<file path="src/rtl/rst_sup_pkg.sv">
package rst_sup_pkg;
  typedef enum logic { POL_LOW = 1'b0, POL_HIGH = 1'b1 } rst_pol_e;
  typedef enum logic { DRV_LEVEL = 1'b0, DRV_OPEN_DRAIN = 1'b1 } rst_drv_e;
endpackage

</file>
<file path="src/rtl/rst_sup_sync.sv">
module rst_sup_sync #(
  parameter int unsigned STAGES  = 2,
  parameter logic        IDLE_VAL = 1'b1
) (
  input  logic clk,
  input  logic rst,
  input  logic d_i,
  output logic q_o
);
  logic [STAGES-1:0] chain_q;

  always_ff @(posedge clk) begin
    if (rst) chain_q <= {STAGES{IDLE_VAL}};
    else     chain_q <= {chain_q[STAGES-2:0], d_i};
  end

  assign q_o = chain_q[STAGES-1];
endmodule

</file>
<file path="src/rtl/rst_sup_filter.sv">
// Qualifies a request only after it has been seen for LEN consecutive cycles;
// drops it on the first cycle the request is absent.
module rst_sup_filter #(
  parameter int unsigned LEN = 4
) (
  input  logic clk,
  input  logic rst,
  input  logic req_i,
  output logic qual_o
);
  localparam int unsigned CW = $clog2(LEN + 1);
  localparam logic [CW-1:0] LAST = CW'(LEN - 1);

  logic [CW-1:0] run_q;
  logic          qual_q;

  always_ff @(posedge clk) begin
    if (rst || !req_i) begin
      run_q  <= '0;
      qual_q <= 1'b0;
    end else if (run_q == LAST) begin
      qual_q <= 1'b1;
    end else begin
      run_q <= run_q + 1'b1;
    end
  end

  assign qual_o = qual_q;
endmodule

</file>
<file path="src/rtl/rst_sup_timer.sv">
// Holds reset while a request is present, then counts TIMEOUT quiet cycles.
module rst_sup_timer #(
  parameter int unsigned TIMEOUT = 20
) (
  input  logic clk,
  input  logic rst,
  input  logic hold_i,
  output logic active_o,
  output logic done_o
);
  localparam int unsigned TW = $clog2(TIMEOUT + 1);
  localparam logic [TW-1:0] TERM = TW'(TIMEOUT);
  localparam logic [TW-1:0] PRE  = TW'(TIMEOUT - 1);

  logic [TW-1:0] cnt_q;
  logic          active_q;
  logic          done_q;

  always_ff @(posedge clk) begin
    if (rst) begin
      cnt_q    <= '0;
      active_q <= 1'b1;
      done_q   <= 1'b0;
    end else begin
      done_q <= 1'b0;
      if (hold_i) begin
        cnt_q    <= '0;
        active_q <= 1'b1;
      end else if (cnt_q != TERM) begin
        cnt_q <= cnt_q + 1'b1;
        if (cnt_q == PRE) begin
          active_q <= 1'b0;
          done_q   <= 1'b1;
        end
      end
    end
  end

  assign active_o = active_q;
  assign done_o   = done_q;
endmodule

</file>
<file path="src/rtl/rst_supervisor.sv">
module rst_supervisor
  import rst_sup_pkg::*;
#(
  parameter int unsigned TIMEOUT_CYC  = 12_000_000,
  parameter int unsigned MR_FILT_CYC  = 8,
  parameter int unsigned SUP_FILT_CYC = 2000,
  parameter int unsigned SYNC_STAGES  = 2,
  parameter rst_pol_e    POLARITY     = POL_LOW,
  parameter rst_drv_e    DRIVE        = DRV_LEVEL
) (
  input  logic clk,
  input  logic rst,
  input  logic supply_low_i,
  input  logic mr_n_i,
  output logic sys_rst_o,
  output logic rst_oe_o,
  output logic rst_done_o
);
  logic mr_n_sync;
  logic mr_qual;
  logic sup_qual;
  logic cond;
  logic active;

  rst_sup_sync #(.STAGES(SYNC_STAGES), .IDLE_VAL(1'b1)) u_mr_sync (
    .clk(clk), .rst(rst), .d_i(mr_n_i), .q_o(mr_n_sync)
  );

  rst_sup_filter #(.LEN(MR_FILT_CYC)) u_mr_filt (
    .clk(clk), .rst(rst), .req_i(~mr_n_sync), .qual_o(mr_qual)
  );

  rst_sup_filter #(.LEN(SUP_FILT_CYC)) u_sup_filt (
    .clk(clk), .rst(rst), .req_i(supply_low_i), .qual_o(sup_qual)
  );

  assign cond = mr_qual | sup_qual;

  rst_sup_timer #(.TIMEOUT(TIMEOUT_CYC)) u_timer (
    .clk(clk), .rst(rst), .hold_i(cond), .active_o(active), .done_o(rst_done_o)
  );

  generate
    if (DRIVE == DRV_OPEN_DRAIN) begin : g_od
      assign sys_rst_o = 1'b0;
      assign rst_oe_o  = active;
    end else if (POLARITY == POL_HIGH) begin : g_hi
      assign sys_rst_o = active;
      assign rst_oe_o  = 1'b1;
    end else begin : g_lo
      assign sys_rst_o = ~active;
      assign rst_oe_o  = 1'b1;
    end
  endgenerate
endmodule

</file>
<file path="config.mk">
export PLATFORM = sky130hd
export DESIGN_NAME = rst_supervisor
export DESIGN_NICKNAME = d
export VERILOG_FILES = /design/src/rtl/rst_sup_pkg.sv /design/src/rtl/rst_sup_sync.sv /design/src/rtl/rst_sup_filter.sv /design/src/rtl/rst_sup_timer.sv /design/src/rtl/rst_supervisor.sv
export SDC_FILE = /design/constraint.sdc
export NUM_CORES = 1
export LEC_CHECK = 0
export BUFFER_PORTS_ARGS = -buffer_cell sky130_fd_sc_hd__buf_2
export CAP_MARGIN = 20
export CELL_PAD_IN_SITES_DETAIL_PLACEMENT = 1
export CELL_PAD_IN_SITES_GLOBAL_PLACEMENT = 2
export CORE_UTILIZATION = 41
export DETAILED_ROUTE_END_ITERATION = 12
export PLACE_DENSITY = 0.89
export SYNTH_ARGS = -nofsm -noshare
export SYNTH_HDL_FRONTEND = slang
export SYNTH_HIERARCHICAL = 1
export SYNTH_SLANG_ARGS = --single-unit
</file>
<file path="constraint.sdc">
create_clock -name clk -period 5.6 [get_ports clk]
set_input_delay 0.56 -clock clk [delete_from_list [all_inputs] [get_ports clk]]
set_output_delay 0.56 -clock clk [all_outputs]
set_load 0.05 [all_outputs]
</file>
== Yosys cells after proc, flatten, opt, wreduce, memory -nomap -nowiden ==
Cells that the tools add are included.

* $add $sub $neg: 3
* Eq/ne operators: 4
* Mux-type cells: 1
* Bitwise logic cells: 3
* Reduce and logical (&&, ||, !) cells: 6

{| class="wikitable"
|+ Operators by type and width
! operator !! count
|-
| 24-bit by 1-bit adder with 24-bit output, second input constant || 1
|-
| 24-bit equality test, second input constant || 1
|-
| 24-bit != test, second input constant || 1
|-
| 11-bit by 1-bit adder with 11-bit output, second input constant || 1
|-
| 11-bit equality test, second input constant || 1
|-
| 4-bit by 1-bit adder with 4-bit output, second input constant || 1
|-
| 4-bit by 3-bit equality test with 1-bit output, second input constant || 1
|-
| 3-bit OR reduction || 1
|-
| 1-bit logical OR || 2
|-
| 1-bit inverter || 2
|-
| 2-bit AND reduction || 1
|-
| 2-bit OR reduction || 1
|-
| 1-bit logical NOT || 1
|-
| 1-bit 2-to-1 mux || 1
|-
| 1-bit OR || 1
|}

* Register bits after elaboration: 45
* Output and inout bits: 3
* Logic and storage cells: 25

== Logic depth before layout (Yosys ltp) ==
Gate-level depths: netlist of run 1.

* Depth in word-level cells: 3
* Mapped depth: 6

== Cells and area by module ==
Netlist of run 1, hierarchy kept.

{| class="wikitable"
|+ Modules (own cells, without submodules)
! module !! instances !! cells each !! area an instance (µm²)
|-
| rst_sup_timer || 1 || 144 || 1,217.4
|-
| rst_sup_filter (u_sup_filt) || 1 || 60 || 558.0
|-
| rst_sup_filter (u_mr_filt) || 1 || 22 || 237.7
|-
| rst_sup_sync || 1 || 4 || 52.6
|-
| rst_supervisor || 1 || 5 || 25.0
|}

== Least setup slack after synthesis of run 1 ==
No wires, ideal clock.

* Path type: flip-flop to flip-flop
* Start: register u_timer.cnt_q[10]
* End: register u_timer.active_q, in the netlist u_timer/active_o
* Setup time: 0.114 ns
* Arrival: 2.003 ns
* Path slack: 3.483 ns
* Stages on the path, launching flop included: 6
* Buffers on the path: 1
* Clock period less this slack: 2.117 ns
* Path through: dfxtp_1 or4b_1 or4_1 buf_2 or3b_1 a21o_1

* Longest elaborated chain between the ends: 2
* Elaborated cells between the ends (all ways): 3

{| class="wikitable"
|+ Ends and longest elaborated chain
! what !! RTL line !! text
|-
| from (decl) || rst_sup_timer.sv:15 || <nowiki>logic [TW-1:0] cnt_q;</nowiki>
|-
| from (signal assigned) || rst_sup_timer.sv:30 || <nowiki>cnt_q <= cnt_q + 1'b1;</nowiki>
|-
| 24-bit equality test or 24-bit != test (tied branches) || rst_sup_timer.sv:31, rst_sup_timer.sv:29 ||
|-
| 2-bit AND reduction (no line) * || -- ||
|-
| to (signal assigned) || rst_sup_timer.sv:22 || <nowiki>active_q <= 1'b1;</nowiki>
|-
| to (signal assigned) || rst_sup_timer.sv:28 || <nowiki>active_q <= 1'b1;</nowiki>
|-
| to (signal assigned) || rst_sup_timer.sv:32 || <nowiki>active_q <= 1'b0;</nowiki>
|-
| to (decl) || rst_sup_timer.sv:16 || <nowiki>logic active_q;</nowiki>
|}

Every way passes the cells marked *; elsewhere a longest branch is shown, timed or not.
A chain may end at the register's enable or synchronous reset.

== Worst setup path in the final report of run 1 ==
* Start: register u_timer.cnt_q[0]
* End: register u_timer.cnt_q[20]

* Longest elaborated chain between the ends: 1
* Elaborated cells between the ends (all ways): 2

{| class="wikitable"
|+ Ends and longest elaborated chain
! what !! RTL line
|-
| 24-bit by 1-bit adder with 24-bit output or 24-bit != test (tied branches) || rst_sup_timer.sv:30, rst_sup_timer.sv:29
|}

Parallel ways exist; a longest one is shown, timed or not.

==> results of run 1 <==
-- flip-flops by register name (all words and copies together) (netlist names) --
register	cells
u_timer/cnt_q	24
u_sup_filt/run_q	11
u_mr_filt/run_q	4
u_mr_sync/chain_q	2
u_mr_filt/qual_o	1
u_sup_filt/qual_o	1
u_timer/active_o	1
u_timer/done_o	1
-- layer usage --
metal,vias to the layer above,GRT usage,wire length [µm]
li1,883,-,-
met4,0,0.0534,27
met2,21,0.313,2230
met1,812,0.229,2180
met5,-,0,0
met3,2,0.0412,106
-- worst paths after layout --
path | start | endpoint | cells after the start
worst max-delay path | u_timer/cnt_q[0] | u_timer/cnt_q[20] | 5
worst min-delay path | u_mr_sync/chain_q[0] | u_mr_sync/chain_q[1] | 1
worst max register to register | u_timer/cnt_q[0] | u_timer/cnt_q[20] | 5
worst min register to register | u_mr_sync/chain_q[0] | u_mr_sync/chain_q[1] | 1
-- synthesized netlist by cell type, types with 2 or more instances --
cell | number | share of area
ha_1 | 4 | 0.024
nor2_1 | 12 | 0.022
a21oi_1 | 16 | 0.038
or3b_1 | 2 | 0.0084
or2_1 | 3 | 0.0090
o41ai_1 | 2 | 0.0084
inv_1 | 10 | 0.018
or4_1 | 11 | 0.039
mux2i_1 | 5 | 0.024
nor3_1 | 8 | 0.019
clkbuf_1 | 5 | 0.0090
a31oi_1 | 2 | 0.0060
xor2_1 | 5 | 0.021
or2_2 | 2 | 0.0060
xnor2_1 | 4 | 0.017
nand4_1 | 5 | 0.015
nand3_1 | 12 | 0.029
o31ai_1 | 9 | 0.032
o21ai_0 | 11 | 0.026
or4b_1 | 2 | 0.0096
nand3b_1 | 4 | 0.014
dfxtp_1 | 45 | 0.43
nand2_1 | 14 | 0.025
nand2b_1 | 2 | 0.0060
nor4_1 | 4 | 0.012
or3_1 | 13 | 0.039
o21a_1 | 2 | 0.0072
-- placed cells by master (no fill, tap or decap), types with 2 or more instances in the layout --
| master | Yosys | routed |
|---|---|---|
| xnor2_1 | 4 | 4 |
| or2_2 | 2 | 2 |
| nor4_1 | 4 | 4 |
| or3b_1 | 2 | 2 |
| nand3_1 | 12 | 12 |
| o21ai_0 | 11 | 11 |
| a31oi_1 | 2 | 2 |
| xor2_1 | 5 | 5 |
| clkbuf_8 | 0 | 5 |
| o21a_1 | 2 | 2 |
| o41ai_1 | 2 | 2 |
| mux2i_1 | 5 | 5 |
| dfxtp_1 | 45 | 45 |
| ha_1 | 4 | 4 |
| or4_1 | 11 | 11 |
| nand4_1 | 5 | 5 |
| a21oi_1 | 16 | 16 |
| or4b_1 | 2 | 2 |
| o31ai_1 | 9 | 9 |
| nand3b_1 | 4 | 4 |
| nand2_1 | 14 | 14 |
| nor3_1 | 8 | 8 |
| or2_1 | 3 | 3 |
| or3_1 | 13 | 13 |
| nand2b_1 | 2 | 2 |
| buf_2 | 1 | 5 |
| inv_1 | 10 | 10 |
| nor2_1 | 12 | 12 |
-- power by group --
part	switching, W	internal [W]	total (W)
sequential	0.00000371	0.000323	0.000327
combinational	0.0000127	0.00000662	0.0000193
clock	0.000110	0.000134	0.000244
-- cells by family after synthesis --
logic type | after synthesis | share of synthesized area
simple gates | 105 | 0.302
compound gates | 49 | 0.147
buf+inv | 17 | 0.0329
mux | 5 | 0.0239
other cells | 1 | 0.00179
flops | 45 | 0.431
fa+ha+maj | 4 | 0.0239
xor+xnor | 9 | 0.0377
-- final cells by class --
cell class,instances,area [µm²],share of cell area
Tap cell,67,83.8,0.0368
Clock buffer,6,72.6,0.0318
Clock inverter,2,38.8,0.0170
Timing Repair Buffer,5,25.0,0.0110
Sequential cell,45,901,0.395
Multi-Input combinational cell,173,1120,0.492
Inverter,10,37.5,0.0165
-- stage by stage --
step	util	total power, W	cell area, µm²	setup WS (ps)	hold WS (ps)
finish	0.473	0.000591	2280	3270	427
global route	0.473	0.000614	2280	3130	435
CTS	0.473	0.000600	2280	3260	431
detailed placement	0.450	0.000354	2170	3290	411
global placement	0.450	0.000353	2170	3380	387
floorplan	-	0.000348	2090	3480	383
-- worst reg2reg max path, cell delays in order, from the launching register on --
cell and delay [ps]:
dfxtp_1 450, ha_1 260, nand2_1 140, or4_1 720
or4_1 550, a21oi_1 150
==> results.py, run 1 <==
metrics = {
    "synth": {
        "yosys_warnings": 6,
        "ys_types": 48,
        "synth-edff-count": 0,
        "syn-num-nets": 243,
        "synthCells": 235,
        "syn_area_mm2": 0.00209,
        "synth-seq-cells": 45,
        "synth_area_per_cell_um2": 8.90,
        "ys_seq_area_frac": 0.431,
        "async_flop_share": 0,
        "ys.flop_type": "dfxtp_1",
    },
    "die": {
        "die_y_um": 73.4,
        "io_pins": 7,
        "core-area_mm2": 0.00482,
        "start_util": 0.434,
        "fp-row-count": 25,
        "die_w_um": 73.4,
        "die-area_mm2": 0.00539,
    },
    "timing": {
        "worst_pin_slew_ps": 508,
        "slew_violations": 0,
        "hold_viol_final": 0,
        "setup-violations-final": 0,
        "max_freq_mhz": 428,
        "final.setup_skew_ps": 7.36,
        "period_needed_ps": 2330,
        "fin_crit_sh": 0.417,
        "grt_setup_unrepaired": "false",
        "max-slew-margin-rel": 0.661,
        "tns_ps": 0,
    },
    "cts": {
        "cts.path.max_buffers": 2,
        "cts_tree": "done",
        "cts_max_level": 2,
        "cts_root_buf": "clkbuf_8",
        "cts_made_buffers": 5,
        "post_cts_buffers": 0,
        "hold_buffers": 0,
        "clock_sinks": 45,
        "clkTransAtPathRegs_ps": 90,
        "insertion_delay_ps": 290,
        "cts_resized": 0,
    },
    "setup_path": {
        "required_ps": 5820,
        "cp_slowest_cell": "or4_1",
        "critPathMaxFanout": 12,
        "path_common_cell": "or4_1",
        "end_kind": "flop",
        "critPathMaxStageDelay_ps": 720,
        "crit_chain": "ha_1 -> nand2_1 -> or4_1 -> or4_1 -> a21oi_1",
        "path_buf_inv": 0,
        "crit_family": "simple AND/OR/NAND/NOR gates",
        "critPathKind": "reg -> reg",
        "arrival_ps": 2560,
        "r2r_setup_slack_ps": 3270,
        "start_kind": "flop",
    },
    "pwr": {
        "p_per_area_mw_per_mm2": 259,
        "p_leak_nw": 0.727,
        "ir_drop_mv": 0.121,
    },
    "layout": {
        "area_delta_synth_final_pct": 9.04,
        "finalNonFillerCells": 308,
        "n_fill_cell": 603,
        "diodes": 0,
        "drive_gt1_frac": 0.0788,
        "nets": 248,
    },
    "detailed_routing": {
        "drc": 0,
        "ant_nets": 0,
        "vias": 1718,
        "totalWireLength_um": 4540,
        "drt-pass1-iter-count": 4,
        "first_iter_violations": 65,
        "wl_per_cell_um": 14.8,
        "viasPerCell": 5.58,
    },
    "global_routing": {
        "grt_pass1_vias": 1642,
        "gr-usage-all-layers": 0.182,
        "antenna_found_initial": 0,
        "grt_pass1_wl_um": 7540,
        "grt_max_degree": 26,
        "grt_overflow": 0,
    },
    "placement": {
        "dp_cells": 300,
        "portBuffers": 5,
        "hpwlAfterDp_um": 3130,
        "place_congestion": 0.757,
    },
    "flow_run": {
        "maxCapViolCount": 0,
    },
    "run_status": {
        "outcome": "completed",
    },
    "hold_path": {
        "hp-class": "reg -> reg",
    },
}
No activity file was read; power rests on OpenSTA's default activity.
==> run 2: changes to the inputs <==
--- a/config.mk
+++ b/config.mk
@@ -9,9 +9,9 @@
 export CAP_MARGIN = 20
 export CELL_PAD_IN_SITES_DETAIL_PLACEMENT = 1
 export CELL_PAD_IN_SITES_GLOBAL_PLACEMENT = 2
-export CORE_UTILIZATION = 41
+export CORE_UTILIZATION = 34
 export DETAILED_ROUTE_END_ITERATION = 12
-export PLACE_DENSITY = 0.89
+export PLACE_DENSITY = 0.79
 export SYNTH_ARGS = -nofsm -noshare
 export SYNTH_HDL_FRONTEND = slang
 export SYNTH_HIERARCHICAL = 1
==> constraint.sdc (replaced) <==
create_clock -name clk -period 2.1 [get_ports clk]
set_input_delay 0.21 -clock clk [delete_from_list [all_inputs] [get_ports clk]]
set_output_delay 0.21 -clock clk [all_outputs]
set_load 0.05 [all_outputs]
==> results.py, run 2 (synthesized netlist as in run 1, its figures left out) <==
metrics = {
    "timing": {
        "worst_pin_slew_ps": 513,
        "hold_viol_final": 0,
        "grt_setup_unrepaired": "false",
        "max_freq_mhz": 491,
        "slew_violations": 0,
        "tns_ps": 0,
        "period_needed_ps": 2040,
        "fin_crit_sh": 0.971,
        "final.setup_skew_ps": 7.56,
        "max-slew-margin-rel": 0.658,
        "setup-violations-final": 0,
    },
    "die": {
        "fp-row-count": 28,
        "core-area_mm2": 0.00592,
        "start_util": 0.353,
        "io_pins": 7,
        "die_y_um": 80.4,
        "die-area_mm2": 0.00647,
        "die_w_um": 80.4,
    },
    "layout": {
        "finalCoreUtilization": 0.405,
        "top_register": "u_timer/cnt_q",
        "n_fill_cell": 725,
        "top_regs": "u_timer/cnt_q: 24 flops, u_sup_filt/run_q: 11 flops, u_mr_filt/run_q: 4 flops",
        "nets": 264,
        "area_delta_synth_final_pct": 14.7,
        "diodes": 0,
        "layout_common_cells": "dfxtp_1 (42), a21oi_1 (16), buf_4 (16)",
        "final_common_cell": "dfxtp_1",
        "largest_reg_flops": 24,
        "drive_gt1_frac": 0.156,
    },
    "pwr": {
        "p_leak_nw": 0.797,
        "ir_drop_mv": 0.392,
        "p_per_area_mw_per_mm2": 607,
    },
    "global_routing": {
        "antenna_found_initial": 0,
        "grt_pass1_vias": 1730,
        "gr-usage-all-layers": 0.157,
        "grt_pass1_wl_um": 7890,
        "grt_max_degree": 26,
        "grt_overflow": 0,
    },
    "setup_path": {
        "end_kind": "flop",
        "critPathKind": "reg -> reg",
        "critPathMaxFanout": 6,
        "worst_r2r_path_depth": 4,
        "r2r-start": "u_timer/cnt_q[13]",
        "arrival_ps": 2230,
        "required_ps": 2290,
        "start_kind": "flop",
        "crit_end": "u_timer/active_o",
        "r2r_setup_slack_ps": 60,
        "regToRegEndpoint": "u_timer/active_o",
        "startpoint": "u_timer/cnt_q[13]",
    },
    "detailed_routing": {
        "first_iter_violations": 63,
        "vias": 1810,
        "drc": 0,
        "wl_per_cell_um": 13.7,
        "viasPerCell": 5.45,
        "totalWireLength_um": 4540,
        "drt-pass1-iter-count": 4,
        "ant_nets": 0,
    },
    "cts": {
        "cts.path.max_buffers": 2,
        "cts_resized": 0,
        "clkTransAtPathRegs_ps": 90,
        "cts_max_level": 2,
        "post_cts_buffers": 0,
        "cts_tree": "done",
        "cts_root_buf": "clkbuf_8",
        "cts_made_buffers": 5,
        "hold_buffers": 0,
        "insertion_delay_ps": 290,
        "clock_sinks": 45,
    },
    "placement": {
        "place_congestion": 0.727,
        "portBuffers": 5,
        "hpwlAfterDp_um": 3290,
    },
    "flow_run": {
        "maxCapViolCount": 0,
    },
    "run_status": {
        "outcome": "completed",
    },
    "hold_path": {
        "hp-class": "in -> reg",
    },
}
==> run 2: changes by cell type in the layout (fill, tap and decap cells not counted), moves of 2 or more <==
cell / previous run / this run
dfxtp_1: 45 / 42
buf_4: 0 / 16
or4_4: 0 / 2
dfxtp_2: 0 / 2
or4_1: 11 / 9
==> run 2: per-layer routing <==
metal | global-route usage | up-vias | share of wire
li1 | - | 916 | -
met1 | 0.197 | 882 | 0.50
met2 | 0.269 | 8 | 0.48
met3 | 0.0307 | 4 | 0.011
met4 | 0.0482 | 0 | 0.011
met5 | 0 | - | 0
==> run 2: layout make-up <==
cell class | instances | area [µm²] | area share
Multi-Input combinational cell | 173 | 1130 | 0.472
Sequential cell | 45 | 907 | 0.378
Timing Repair Buffer | 21 | 145 | 0.0605
Tap cell | 75 | 93.8 | 0.0391
Clock buffer | 7 | 76.3 | 0.0318
Inverter | 10 | 37.5 | 0.0156
Clock inverter | 1 | 7.51 | 0.00313
==> run 2: through the flow <==
stage               total power, W  area, µm²  worst slack, ps  hold slack (ps)  instances
finish                     0.00146       2400             61.4             90.7        332
global route               0.00152       2400             1.20             86.5        332
CTS                        0.00148       2380             12.8             84.5        332
detailed placement        0.000950       2300             31.1              397        324
global placement          0.000949       2300             86.8              385        324
floorplan                 0.000927       2090             6.36              307        235
==> run 2: power by group <==
group	internal (W)	switching [W]
Combinational	0.0000242	0.0000378
Sequential	0.000860	0.00000536
Clock	0.000236	0.000292
==> run 2: worst min-delay path by stage <==
| stage | start | end | slack, ps | cells after the start |
|---|---|---|---|---|
| 2_1_floorplan | rst | u_mr_sync/chain_q[0] | 310 | 1 |
| 3_3_place_gp | u_mr_sync/chain_q[0] | u_mr_sync/chain_q[1] | 380 | 1 |
| 3_5_place_dp | mr_n_i | u_mr_sync/chain_q[0] | 400 | 2 |
| 4_1_cts | mr_n_i | u_mr_sync/chain_q[0] | 80 | 2 |
| 5_1_grt | mr_n_i | u_mr_sync/chain_q[0] | 90 | 2 |
| 6_report | mr_n_i | u_mr_sync/chain_q[0] | 90 | 2 |
==> run 2: critical path, cell delays in order, from the launching register on <==
cell	delay [ps]
dfxtp_2	350
or3b_2	470
or4_4	550
or3b_4	390
a21o_1	180
==> run 3: changes to the inputs <==
--- a/config.mk
+++ b/config.mk
@@ -9,9 +9,9 @@
 export CAP_MARGIN = 20
 export CELL_PAD_IN_SITES_DETAIL_PLACEMENT = 1
 export CELL_PAD_IN_SITES_GLOBAL_PLACEMENT = 2
-export CORE_UTILIZATION = 34
+export CORE_UTILIZATION = 38
 export DETAILED_ROUTE_END_ITERATION = 12
-export PLACE_DENSITY = 0.79
+export PLACE_DENSITY = 0.83
 export SYNTH_ARGS = -nofsm -noshare
 export SYNTH_HDL_FRONTEND = slang
 export SYNTH_HIERARCHICAL = 1
==> constraint.sdc (replaced) <==
create_clock -name clk -period 2.15 [get_ports clk]
set_input_delay 0.215 -clock clk [delete_from_list [all_inputs] [get_ports clk]]
set_output_delay 0.215 -clock clk [all_outputs]
set_load 0.05 [all_outputs]
==> results.py, run 3 (synthesized netlist as in run 1, its figures left out) <==
metrics = {
    "run_status": {
        "outcome": "completed",
    },
    "global_routing": {
        "grt_pass1_wl_um": 8150,
        "antenna_found_initial": 0,
        "grt_pass1_vias": 1728,
        "grt_max_degree": 26,
        "gr-usage-all-layers": 0.174,
        "grt_overflow": 0,
    },
    "placement": {
        "place_congestion": 0.715,
        "hpwlAfterDp_um": 3250,
        "portBuffers": 5,
    },
    "layout": {
        "nets": 258,
        "drive_gt1_frac": 0.127,
        "area_delta_synth_final_pct": 13.6,
        "largest_reg_flops": 24,
        "layout_common_cells": "dfxtp_1 (45), a21oi_1 (16), nand2_1 (14)",
        "top_register": "u_timer/cnt_q",
        "n_fill_cell": 617,
        "top_regs": "u_timer/cnt_q: 24 flops, u_sup_filt/run_q: 11 flops, u_mr_filt/run_q: 4 flops",
        "diodes": 0,
        "final_common_cell": "dfxtp_1",
    },
    "setup_path": {
        "r2r_setup_slack_ps": 80,
        "end_kind": "flop",
        "required_ps": 2340,
        "worst_r2r_path_depth": 4,
        "arrival_ps": 2260,
        "critPathMaxFanout": 5,
        "crit_chain": "or4b_1 -> or4_1 -> or3b_1 -> a21o_1",
        "start_kind": "flop",
        "critPathMaxStageDelay_ps": 550,
        "critPathKind": "reg -> reg",
        "cp_slowest_cell": "or4_1",
    },
    "pwr": {
        "power_frac_seq": 0.539,
        "p_sw_w": 0.000334,
        "p_per_area_mw_per_mm2": 663,
        "switching_share": 0.212,
        "p_int_w": 0.00124,
        "power_frac_comb": 0.035,
        "p_leak_nw": 0.780,
        "fin_total_pwr_w": 0.00157,
        "ir_drop_mv": 0.407,
        "pwr-share-clk": 0.426,
    },
    "cts": {
        "clock_sinks": 45,
        "clkTransAtPathRegs_ps": 90,
        "hold_buffers": 0,
        "cts_tree": "done",
        "cts_made_buffers": 5,
        "cts_root_buf": "clkbuf_8",
        "cts_max_level": 2,
        "post_cts_buffers": 0,
        "cts_resized": 0,
        "cts.path.max_buffers": 2,
        "insertion_delay_ps": 290,
    },
    "die": {
        "start_util": 0.402,
        "die-area_mm2": 0.00580,
        "die_y_um": 76.2,
        "fp-row-count": 26,
        "die_w_um": 76.2,
        "core-area_mm2": 0.00520,
        "io_pins": 7,
    },
    "timing": {
        "final.setup_skew_ps": 3.77,
        "grt_setup_unrepaired": "false",
        "tns_ps": 0,
        "hold_viol_final": 0,
        "max_freq_mhz": 483,
        "fin_crit_sh": 0.964,
        "slew_violations": 0,
        "period_needed_ps": 2070,
        "setup-violations-final": 0,
    },
    "detailed_routing": {
        "first_iter_violations": 57,
        "totalWireLength_um": 4560,
        "ant_nets": 0,
        "vias": 1749,
        "drc": 0,
        "viasPerCell": 5.45,
        "wl_per_cell_um": 14.2,
        "drt-pass1-iter-count": 4,
    },
    "hold_path": {
        "hp-class": "in -> reg",
        "hold_path_depth": 2,
    },
    "flow_run": {
        "maxCapViolCount": 0,
    },
}
-- run 3: final timing paths --
path | startpoint | endpoint
hold reg to reg | u_mr_sync/chain_q[0] | u_mr_sync/chain_q[1]
hold / removal | mr_n_i | u_mr_sync/chain_q[0]
setup / recovery | u_timer/cnt_q[15] | u_timer/active_o
setup reg to reg | u_timer/cnt_q[15] | u_timer/active_o
-- run 3: worst max-delay path: cells and delay by family, from the launching register on --
| family | cells | cell delay (ps) |
|---|---|---|
| compound gates | 1 | 180 |
| simple gates | 3 | 1450 |
| flops | 1 | 340 |
-- run 3: stage by stage --
| stage | cells | hold WS (ps) | cell area, µm² | util | setup WS [ps] |
|---|---|---|---|---|---|
| final | 321 | 97.4 | 2370 | 0.456 | 77.9 |
| after global routing | 321 | 90.9 | 2370 | 0.456 | 9.58 |
| after CTS | 321 | 87.9 | 2370 | 0.455 | 55.2 |
| after detailed placement | 313 | 397 | 2250 | 0.432 | 82.8 |
| after global placement | 313 | 392 | 2250 | 0.432 | 116 |
| after floorplan | 235 | 312 | 2090 | - | 33.3 |
-- run 3: final cells by class --
cell class / count / area, µm² / area share
Timing Repair Buffer: 15 / 100 / 0.0421
Tap cell: 70 / 87.6 / 0.0369
Clock inverter: 2 / 37.5 / 0.0158
Inverter: 10 / 37.5 / 0.0158
Multi-Input combinational cell: 173 / 1130 / 0.475
Clock buffer: 6 / 82.6 / 0.0348
Sequential cell: 45 / 901 / 0.379
-- run 3: routing by layer --
metal / track usage / wire length, µm
met1: 0.218 / 2190
met2: 0.299 / 2250
met3: 0.0359 / 79
met4: 0.0519 / 42
met5: 0 / 0
-- run 3: power groups by stage --
stage / sequential, W / combinational, W / clock, W
finish: 0.000849 / 0.0000551 / 0.000671
CTS: 0.000849 / 0.0000568 / 0.000694
floorplan: 0.000868 / 0.0000381 / 0
detailed placement: 0.000868 / 0.0000566 / 0
global placement: 0.000868 / 0.0000556 / 0
global route: 0.000850 / 0.0000645 / 0.000726
